--- src/rtl/wbd_pkg.sv ---
package wbd_pkg;

    typedef enum logic [1:0] {
        GRP_INT  = 2'd0,
        GRP_FP   = 2'd1,
        GRP_CTL  = 2'd2,
        GRP_NONE = 2'd3
    } grp_e;

    // Decoded fields of the destination location byte
    typedef struct packed {
        logic narrow;    // address cut to the small window
        logic alt_dest;  // selects the alternate / extra destination
        logic hi_half;   // upper 64-bit half for floating-point stores
    } cloc_t;

    typedef struct packed {
        logic reg_we;
        logic reg_fp;
        logic sp_we;
        logic sp_hi;
    } route_t;

    function automatic route_t steer(input grp_e g, input cloc_t c);
        route_t r;
        r = '0;
        case (g)
            GRP_INT, GRP_CTL: begin
                r.reg_we = c.alt_dest;
                r.sp_we  = ~c.alt_dest;
            end
            GRP_FP: begin
                r.reg_we = 1'b1;
                r.reg_fp = 1'b1;
                r.sp_we  = c.alt_dest;
                r.sp_hi  = c.alt_dest & c.hi_half;
            end
            default: r = '0;
        endcase
        return r;
    endfunction

endpackage

--- src/rtl/wbd_loc_decode.sv ---
module wbd_loc_decode
    import wbd_pkg::*;
(
    input  logic [7:0] loc_i,
    output cloc_t      cloc_o
);
    // Bits 6:3 are reserved; they are folded away here on purpose
    logic unused_rsvd;
    assign unused_rsvd = ^loc_i[6:3];

    always_comb begin
        cloc_o.narrow   = |loc_i[1:0];
        cloc_o.alt_dest = loc_i[2];
        cloc_o.hi_half  = loc_i[7];
    end
endmodule

--- src/rtl/wbd_addr_gen.sv ---
module wbd_addr_gen #(
    parameter int XLEN      = 64,
    parameter int NREG      = 8,
    parameter int MASK_W    = 32,
    parameter int AW_WIDE   = 15,
    parameter int AW_NARROW = 11
) (
    input  logic [NREG*XLEN-1:0]     regs_i,
    input  logic [$clog2(NREG)-1:0]  sel_i,
    input  logic [MASK_W-1:0]        mask_i,
    input  logic                     narrow_i,
    output logic [AW_WIDE-1:0]       addr_o
);
    localparam logic [AW_WIDE-1:0] NARROW_KEEP =
        AW_WIDE'((64'd1 << AW_NARROW) - 64'd1);

    logic [MASK_W-1:0] low_words [NREG];
    logic [NREG-1:0]   unused_hi;
    logic [MASK_W-1:0] mixed;
    logic              unused_top;

    for (genvar i = 0; i < NREG; i++) begin : g_unpack
        assign low_words[i] = regs_i[i*XLEN +: MASK_W];
        assign unused_hi[i] = ^regs_i[i*XLEN+MASK_W +: XLEN-MASK_W];
    end

    assign mixed      = low_words[sel_i] ^ mask_i;
    assign unused_top = ^mixed[MASK_W-1:AW_WIDE];
    assign addr_o     = mixed[AW_WIDE-1:0] & (narrow_i ? NARROW_KEEP : '1);
endmodule

--- src/rtl/wbd_route.sv ---
module wbd_route
    import wbd_pkg::*;
(
    input  logic   valid_i,
    input  grp_e   grp_i,
    input  cloc_t  cloc_i,
    output route_t route_o
);
    always_comb begin
        route_o = valid_i ? steer(grp_i, cloc_i) : '0;
    end
endmodule

--- src/rtl/wbd_dest_steer.sv ---
module wbd_dest_steer
    import wbd_pkg::*;
#(
    parameter int XLEN      = 64,
    parameter int NREG      = 8,
    parameter int MASK_W    = 32,
    parameter int AW_WIDE   = 15,
    parameter int AW_NARROW = 11,
    localparam int SEL_W    = $clog2(NREG)
) (
    input  logic                 valid_i,
    input  logic [1:0]           group_i,
    input  logic [7:0]           loc_i,
    input  logic [SEL_W-1:0]     sel_i,
    input  logic [MASK_W-1:0]    mask_i,
    input  logic [NREG*XLEN-1:0] int_regs_i,
    output logic                 reg_we_o,
    output logic [SEL_W-1:0]     reg_idx_o,
    output logic                 reg_file_o,
    output logic                 sp_we_o,
    output logic [AW_WIDE-1:0]   sp_addr_o,
    output logic                 sp_half_o
);
    cloc_t              cloc;
    route_t             rt;
    logic [AW_WIDE-1:0] addr;

    wbd_loc_decode u_dec (
        .loc_i  (loc_i),
        .cloc_o (cloc)
    );

    wbd_addr_gen #(
        .XLEN(XLEN), .NREG(NREG), .MASK_W(MASK_W),
        .AW_WIDE(AW_WIDE), .AW_NARROW(AW_NARROW)
    ) u_addr (
        .regs_i   (int_regs_i),
        .sel_i    (sel_i),
        .mask_i   (mask_i),
        .narrow_i (cloc.narrow),
        .addr_o   (addr)
    );

    wbd_route u_route (
        .valid_i (valid_i),
        .grp_i   (grp_e'(group_i)),
        .cloc_i  (cloc),
        .route_o (rt)
    );

    assign reg_we_o   = rt.reg_we;
    assign reg_file_o = rt.reg_fp;
    assign reg_idx_o  = rt.reg_we ? sel_i : '0;
    assign sp_we_o    = rt.sp_we;
    assign sp_addr_o  = rt.sp_we ? addr : '0;
    assign sp_half_o  = rt.sp_hi;
endmodule

--- config.mk ---
export PLATFORM = sky130hd
export DESIGN_NAME = wbd_dest_steer
export DESIGN_NICKNAME = d
export VERILOG_FILES = /design/src/rtl/wbd_pkg.sv /design/src/rtl/wbd_loc_decode.sv /design/src/rtl/wbd_addr_gen.sv /design/src/rtl/wbd_route.sv /design/src/rtl/wbd_dest_steer.sv
export SDC_FILE = /design/constraint.sdc
export NUM_CORES = 1
export LEC_CHECK = 0
export ABC_AREA = 1
export BUFFER_PORTS_ARGS = -buffer_cell sky130_fd_sc_hd__buf_4
export CORE_AREA = 3 3 227 229
export DETAILED_ROUTE_END_ITERATION = 8
export DIE_AREA = 0 0 230 232
export GPL_TIMING_DRIVEN = 1
export PLACE_DENSITY = 0.3
export SLEW_MARGIN = 0
export SYNTH_ARGS = -nofsm -noshare
export SYNTH_HDL_FRONTEND = slang
export SYNTH_SLANG_ARGS = --single-unit
--- constraint.sdc ---
create_clock -name vclk -period 1.22
set_input_delay 0.244 -clock vclk [all_inputs]
set_output_delay 0.244 -clock vclk [all_outputs]
set_load 0.01 [all_outputs]
Word-level counts from Yosys, hierarchy flattened

Index checks and enable logic that the tools add are counted.

Latch bits: 0
Memory bits (writable): 0
Output and inout port bits: 22
Memories kept: 0
Bits in read-only memories: 0
Bits in registers: 0

$mul: 0
Eq/ne operators: 2
Div/mod/pow operators: 0
Shift operators: 0
Magnitude comparators: 1
Mux-type cells: 11
Reduce and logical (&&, ||, !) cells: 3
$add $sub $neg: 0
Bitwise operators: 5

Operators by type and width:

| cell                                           | count |
|---|---|
| binary-select mux 32 bit (select 3 bit)        | 1 |
| 2-to-1 mux 15 bit                              | 4 |
| AND 15 bit                                     | 1 |
| XOR 15 bit                                     | 1 |
| >= comparator 4 bit (second input constant)    | 1 |
| 2-to-1 mux 4 bit                               | 1 |
| inverter 3 -> 4 bit                            | 1 |
| one-hot mux 1 bit (2 select lines)             | 2 |
| OR reduction 2 bit                             | 2 |
| 2-to-1 mux 3 bit                               | 1 |
| == test 2 x 1 -> 1 bit (second input constant) | 1 |
| == test 2 bit (second input constant)          | 1 |
| logical NOT 2 bit                              | 1 |
| 2-to-1 mux 1 bit                               | 2 |
| AND 1 bit                                      | 1 |
| inverter 1 bit                                 | 1 |

Logic depth before layout (Yosys ltp)

Gate-level depths: netlist of run 1.

Word-level depth: 7
Gate-level depth with buffers: 8

Modules after synthesis

From an unflattened synthesis of run 1, not the netlist that was laid out.

Cell total of the unflattened synthesis: 383
Area, all modules: 1706.6 um^2

Modules (own cells, without submodules):

| module         | cells each | area each (um^2) | sequential area each (um^2) | times used |
|---|---|---|---|---|
| wbd_addr_gen   | 328        | 1476.4           | 0.0                         | 1 |
| wbd_dest_steer | 37         | 146.4            | 0.0                         | 1 |
| wbd_route      | 13         | 57.6             | 0.0                         | 1 |
| wbd_loc_decode | 5          | 26.3             | 0.0                         | 1 |

Worst setup path after synthesis of run 1

Ideal clock, no wire load.

Path kind: input-to-output
From: input port sel_i[2]
To: output port sp_addr_o[11]
Buffers on the path: 2
Arrival time: 1.109 ns
Setup slack: -0.133 ns
Cell stages on the path: 7
Cells stage by stage: buf_2 -> inv_1 -> buf_2 -> nand3_1 -> nand3_1 -> nand2_1 -> nor2_1

Cells in the longest elaborated chain, start to end: 7

Ends and longest elaborated chain:

| element                                               | RTL line             | RTL |
|---|---|---|
| from (decl)                                           | wbd_dest_steer.sv:14 | `input logic [SEL_W-1:0] sel_i,` |
| inverter 3 -> 4 bit (not written as such)             | wbd_addr_gen.sv:27   | `assign mixed = low_words[sel_i] ^ mask_i;` |
| binary-select mux 32 bit (select 3 bit)               | wbd_addr_gen.sv:27   |  |
| 2-to-1 mux 15 bit (not written as such) (2 in series) | wbd_addr_gen.sv:27   |  |
| XOR 15 bit                                            | wbd_addr_gen.sv:27   |  |
| AND 15 bit                                            | wbd_addr_gen.sv:29   | `assign addr_o = mixed[AW_WIDE-1:0] & (narrow_i ? NARROW_KEEP : '1);` |
| 2-to-1 mux 15 bit                                     | wbd_dest_steer.sv:55 | `assign sp_addr_o = rt.sp_we ? addr : '0;` |
| to (decl)                                             | wbd_dest_steer.sv:21 | `output logic [AW_WIDE-1:0] sp_addr_o,` |

No other way between the ends. The select of a mux whose other input is x is not followed.

Worst setup path after layout of run 1

From: input port sel_i[0]
To: output port sp_addr_o[14]

The elaborated chain is that of the path after synthesis.

==> metrics.md, run 1 <==
| Metric | Value |
|---|---|
| WS Path Type | in -> out |
| Ports | 580 |
| Combinational Power Share | 100.0% |
| Initial Utilization | 3.62% |
| Synth Warn # | 0 |
| Min-Delay Path Class | in -> out |
| Fin crit share | 132% |
| Tmin final | 1.61 ns |
| GR Util met3 | 1.71% |
| Vias in the first global route | 3367 |
| Met1 Track Usage GR | 7.11% |
| Crit path max-delay family | simple AND/OR/NAND/NOR gates |
| GR Overflow Total | 0 |
| Max-slew violations | 0 |
| # rows | 82 |
| Syn avg cell area | 4.16 sq um |
| Post-DP HPWL | 14100 um |
| Share of cells above drive strength 1 | 53.0% |
| Mapped Area | 1810 sq um |
| RD Place Congestion | 0.726 |
| Hold Violations, Final | 0 |
| Mapped Nets | 992 |
| Max-Cap Viols | 0 |
| Setup crit end kind | primary output |
| Vias/cell | 2.49 |
| Layout area overhead | 175% |
| Failing checks | setup timing |
| Tightest Pin Transition | 0.173 ns |
| Worst hold path cell count | 4 |
| Hold slack | 0.800 ns |
| Initial antenna violation count | 5 |
| Hold path start | mask_i[12] |
| Met2 Usage GRT | 10.3% |
| Fmax | 621 MHz |
| RSZ-0062 raised after global routing | true |
| Total global-route track usage | 5.70% |
| Clock buffers | 0 |
| Die Ht | 232 um |
| Proportion of synthesized chip area in sequential cells | 0% |
| Setup violations, final | 15 |
| Per-cell routed wire length | 12.5 um |
| Setup TNS Final | -5.06 ns |
| Final Total Pwr | 1.49 mW |
| Die Area | 53400 sq um |
| Pwr Density | 300 nW/um^2 |
| Slew Limit Headroom | 88.4% |
| Global-route wire length before repair | 22400 um |
| Startpoint types | input port |
| Outcome | finished, violations left |
| Fillcell total | 5982 |
| Slowest CP cell | buf_12 |
| Post-Route WL | 16200 um |
| Switching Share | 48.5% |
| Drt drc | 0 |
| VDD IR max | 0.0000835 V |
| Critical Path RT | 0.98 ns |
| Via count | 3229 |
| Sequential cell count | 0 |
| Worst setup margin | -0.391 ns |
| Worst path cell trace | buf_12, buf_12, buf_12, nor2_4, nor2_2, nand2_1, nand3_2, nand3_4, nand2_4, nor2_4, buf_6 |
| Most Used Layer, Global Route | met2 |
| CP max stage delay | 0.15 ns |
| WHS Endpoint | sp_addr_o[12] |
| Netlist cell types | 10 |
| Cts hold-fix bufs | 0 |
| Synth Instances | 434 |
| Leak Pwr | 2.47 nW |
| Crit path arrival time | 1.37 ns |
| Largest net degree at the start of global routing | 17 |
| Crit path max fanout | 8 |
| DRT iter0 DRCs | 71 |
| Layout Nets | 1184 |
| FF/Latch Area | 0 sq um |
| Sequential fraction of design power | 0% |
| DRT Pass-1 Iters | 4 |
| Area of the core | 49900 sq um |
| Pint | 767 uW |
| Most Frequent Cell on Critical Path | buf_12 |
| Antenna Nets Post-Route | 0 |
| Worst Path Buf+Inv | 4 |
| IO Port Bufs | 167 |
| DIE WIDTH | 230 um |
| Clk pwr share | 0% |
| P_sw | 723 uW |
| Crit path launch | sel_i[0] |
-- cells by family (layout without fill, tap and decap cells) --
| group | count (synthesis) | in the layout | synth area share, % |
|---|---|---|---|
| AOI/OAI and AO/OA | 15 | 15 | 4.16 |
| other | 0 | 1 | 0 |
| buffers and inverters | 135 | 325 | 30.4 |
| and+or+nand+nor | 284 | 284 | 65.5 |
-- final cells by class --
class	instances	area, sq um	share of cell area (%)
Tap cell	672	841	16.9
Inverter	113	434	8.74
Multi-Input combinational cell	299	1810	36.4
Antenna cell	1	2.50	0.0504
Timing Repair Buffer	212	1880	37.8
-- synthesized netlist by cell type (all sizes together) --
master  count  area, sq um
nand2     140          526
inv       113          424
nand3      92          460
nor2       51          191
buf        21          120
a21oi      15         75.1
clkbuf      1         3.75
nor3        1         5.00
-- layout by cell type, fill, tap and decap left out, types with 15 or more instances in the layout --
cell type / instances
nand2_2: 15
nor2_2: 23
buf_12: 16
buf_6: 17
inv_1: 107
buf_4: 177
nand3_1: 45
nand3_2: 38
nand2_1: 122
nor2_1: 18
-- routing by layer --
metal / wire length, um / share of wire, %
met5: 33 / 0.20
met4: 7 / 0.043
met3: 1280 / 7.9
met2: 7940 / 49
met1: 6930 / 43
-- power by group through the flow --
stage	Combinational, mW	Clock [mW]	Sequential, mW
finish	1.49	0.000000110	0
global route	1.65	0	0
CTS	1.44	0	0
detailed placement	1.24	0	0
global placement	1.25	0	0
floorplan	0.512	0	0
-- what timing repair did --
| item | CTS | global route |
|---|---|---|
| pin swaps | 34 | 33 |
| cloned | 2 | 1 |
| buffers inserted | 9 | 1 |
| endpoints found under the setup margin | 19 | 16 |
| gates resized for setup | 81 | 73 |
| hold endpoints to repair | 0 | 0 |
-- through the flow --
step,cells,instance area (sq um),setup slack (ns),utilization [%]
floorplan,434,1910,0.000553,-
global placement,1285,4230,-0.915,8.49
detailed placement,1285,4230,-0.827,8.49
CTS,1296,4720,-0.479,9.47
global route,1296,4970,-0.474,9.96
finish,1297,4970,-0.391,9.96
-- worst min-delay path, stage by stage --
cell,delay [ns]
buf_4,0.09
a21oi_2,0.04
nor2_4,0.07
buf_6,0.10
-- worst max path at each step --
| stage | endpoint | slack [ns] | depth (start not counted) |
|---|---|---|---|
| finish | sp_addr_o[14] | -0.39 | 11 |
| global route | sp_addr_o[10] | -0.47 | 11 |
| CTS | sp_addr_o[14] | -0.48 | 11 |
| floorplan | sp_addr_o[11] | 0.0006 | 8 |
| detailed placement | sp_addr_o[14] | -0.83 | 11 |
| global placement | sp_addr_o[14] | -0.92 | 11 |
Note: power is estimated with default switching activity, not from simulation.
==> inputs of run 2 (changes only) <==
--- a/config.mk
+++ b/config.mk
@@ -10,8 +10,9 @@
 export CORE_AREA = 3 3 227 229
 export DETAILED_ROUTE_END_ITERATION = 8
 export DIE_AREA = 0 0 230 232
-export GPL_TIMING_DRIVEN = 1
+export GPL_TIMING_DRIVEN = 0
 export PLACE_DENSITY = 0.3
+export RECOVER_POWER = 50
 export SLEW_MARGIN = 0
 export SYNTH_ARGS = -nofsm -noshare
 export SYNTH_HDL_FRONTEND = slang
==> constraint.sdc (replaced) <==
create_clock -name vclk -period 1.4
set_input_delay 0.28 -clock vclk [all_inputs]
set_output_delay 0.28 -clock vclk [all_outputs]
set_load 0.01 [all_outputs]
==> metrics.md, run 2 (same netlist as run 1, synthesis figures left out) <==
| Metric | Value |
|---|---|
| Outcome | finished, violations left |
| Failing checks | setup timing |
| Crit path max fanout | 5 |
| Per-cell routed wire length | 13.7 um |
| Vias/cell | 2.52 |
| Leak Pwr | 2.54 nW |
| Drt drc | 0 |
| Area of the core | 49900 sq um |
| Initial Utilization | 3.62% |
| Commonest non-fill, non-tap cell in the layout | buf_4 |
| Ports | 580 |
| Most Frequent Cell on Critical Path | nor2_2 |
| Fin crit share | 119% |
| DRT iter0 DRCs | 80 |
| # rows | 82 |
| VDD IR max | 0.0000779 V |
| DIE WIDTH | 230 um |
| Critical Path RT | 1.12 ns |
| CP max stage delay | 0.18 ns |
| Slowest CP cell | a21oi_1 |
| GR Overflow Total | 0 |
| Total global-route track usage | 5.98% |
| Sequential cell count | 0 |
| Hold path start | mask_i[11] |
| IO Port Bufs | 165 |
| Global-route wire length before repair | 23100 um |
| Max-Cap Viols | 0 |
| Die Area | 53400 sq um |
| Die Ht | 232 um |
| Tmin final | 1.66 ns |
| Finished Cell Area | 5110 sq um |
| Crit path launch | sel_i[0] |
| Fmax | 601 MHz |
| Layout Nets | 1184 |
| Hold Violations, Final | 0 |
| Layout area overhead | 183% |
| Post-DP HPWL | 14600 um |
| WS Path Type | in -> out |
| Largest net degree at the start of global routing | 11 |
| Worst setup margin | -0.264 ns |
| Most frequent cells in the layout | 168 x buf_4, 118 x nand2_1, 107 x inv_1 |
| RSZ-0062 raised after global routing | true |
| Antenna Nets Post-Route | 0 |
| Pwr Density | 269 nW/um^2 |
| Slew Limit Headroom | 80.2% |
| Post-Route WL | 17800 um |
| Initial antenna violation count | 2 |
| FF/Latch Area | 0 sq um |
| DP Area | 3890 sq um |
| Share of cells above drive strength 1 | 51.8% |
| Crit path arrival time | 1.38 ns |
| Min-Delay Path Class | in -> out |
| Tightest Pin Transition | 0.295 ns |
| Vias in the first global route | 3239 |
| Startpoint types | input port |
| RD Place Congestion | 0.701 |
| Setup violations, final | 17 |
| Setup crit end kind | primary output |
| DRT Pass-1 Iters | 5 |
| Via count | 3263 |
| Clock buffers | 0 |
| Max-slew violations | 0 |
| Worst path cell trace | buf_12, clkbuf_16, buf_8, nor2_2, nor2_1, nand2_1, nand3_2, a21oi_1, nor2_2, buf_4 |
| Hold slack | 0.899 ns |
[run 2: cell type report]
class	count	area, sq um
fill	5956	44800
multi-input combinational	299	1830
buffer	22	344
timing repair buffer	190	1640
tap	672	841
inverter	113	448
antenna	1	2.50
[run 2: final timing paths]
kind	to	slack, ns	cells past startpoint
setup / recovery	sp_addr_o[3]	-0.26	10
hold / removal	sp_addr_o[11]	0.90	4
[run 2: routing by layer]
layer	share of wire, %	track usage, %	wire, um	up-vias
met3	5.5	1.03	983	8
met4	2.0	0.955	352	2
met5	0.073	0	13	-
met1	44	7.65	7760	1474
met2	49	10.7	8660	113
li1	-	-	-	1666
[run 2: power by group]
group / total (mW) / switching [mW] / internal (mW)
clock: 0.0000000959 / 0 / 0.0000000959
sequential: 0 / 0 / 0
combinational: 1.37 / 0.678 / 0.696
[run 2: critical path, delay by kind of cell]
family,cells,cell delay (ns)
AND/OR/NAND/NOR,5,0.37
buffers and inverters,4,0.55
AO/OA/AOI/OAI,1,0.18
[run 2: what timing repair did]
action | CTS | global route
cloned | 1 | 7
endpoints found under the setup margin | 19 | 18
pin swaps | 16 | 27
gates resized for setup | 127 | 87
hold buffers | 0 | 0
setup buffers | 14 | 4
[run 2: stage by stage]
stage / setup WS (ns) / std cells / utilization [%] / power (mW) / setup TNS (ns)
after floorplan: 0.00365 / 434 / - / 0.414 / 0
after global placement: -0.761 / 1271 / 7.81 / 1.01 / -11.33
after detailed placement: -0.783 / 1271 / 7.81 / 1.00 / -11.50
after CTS: -0.275 / 1286 / 9.10 / 1.21 / -3.88
after global routing: -0.334 / 1297 / 10.2 / 1.51 / -4.90
final: -0.264 / 1297 / 10.2 / 1.37 / -3.59
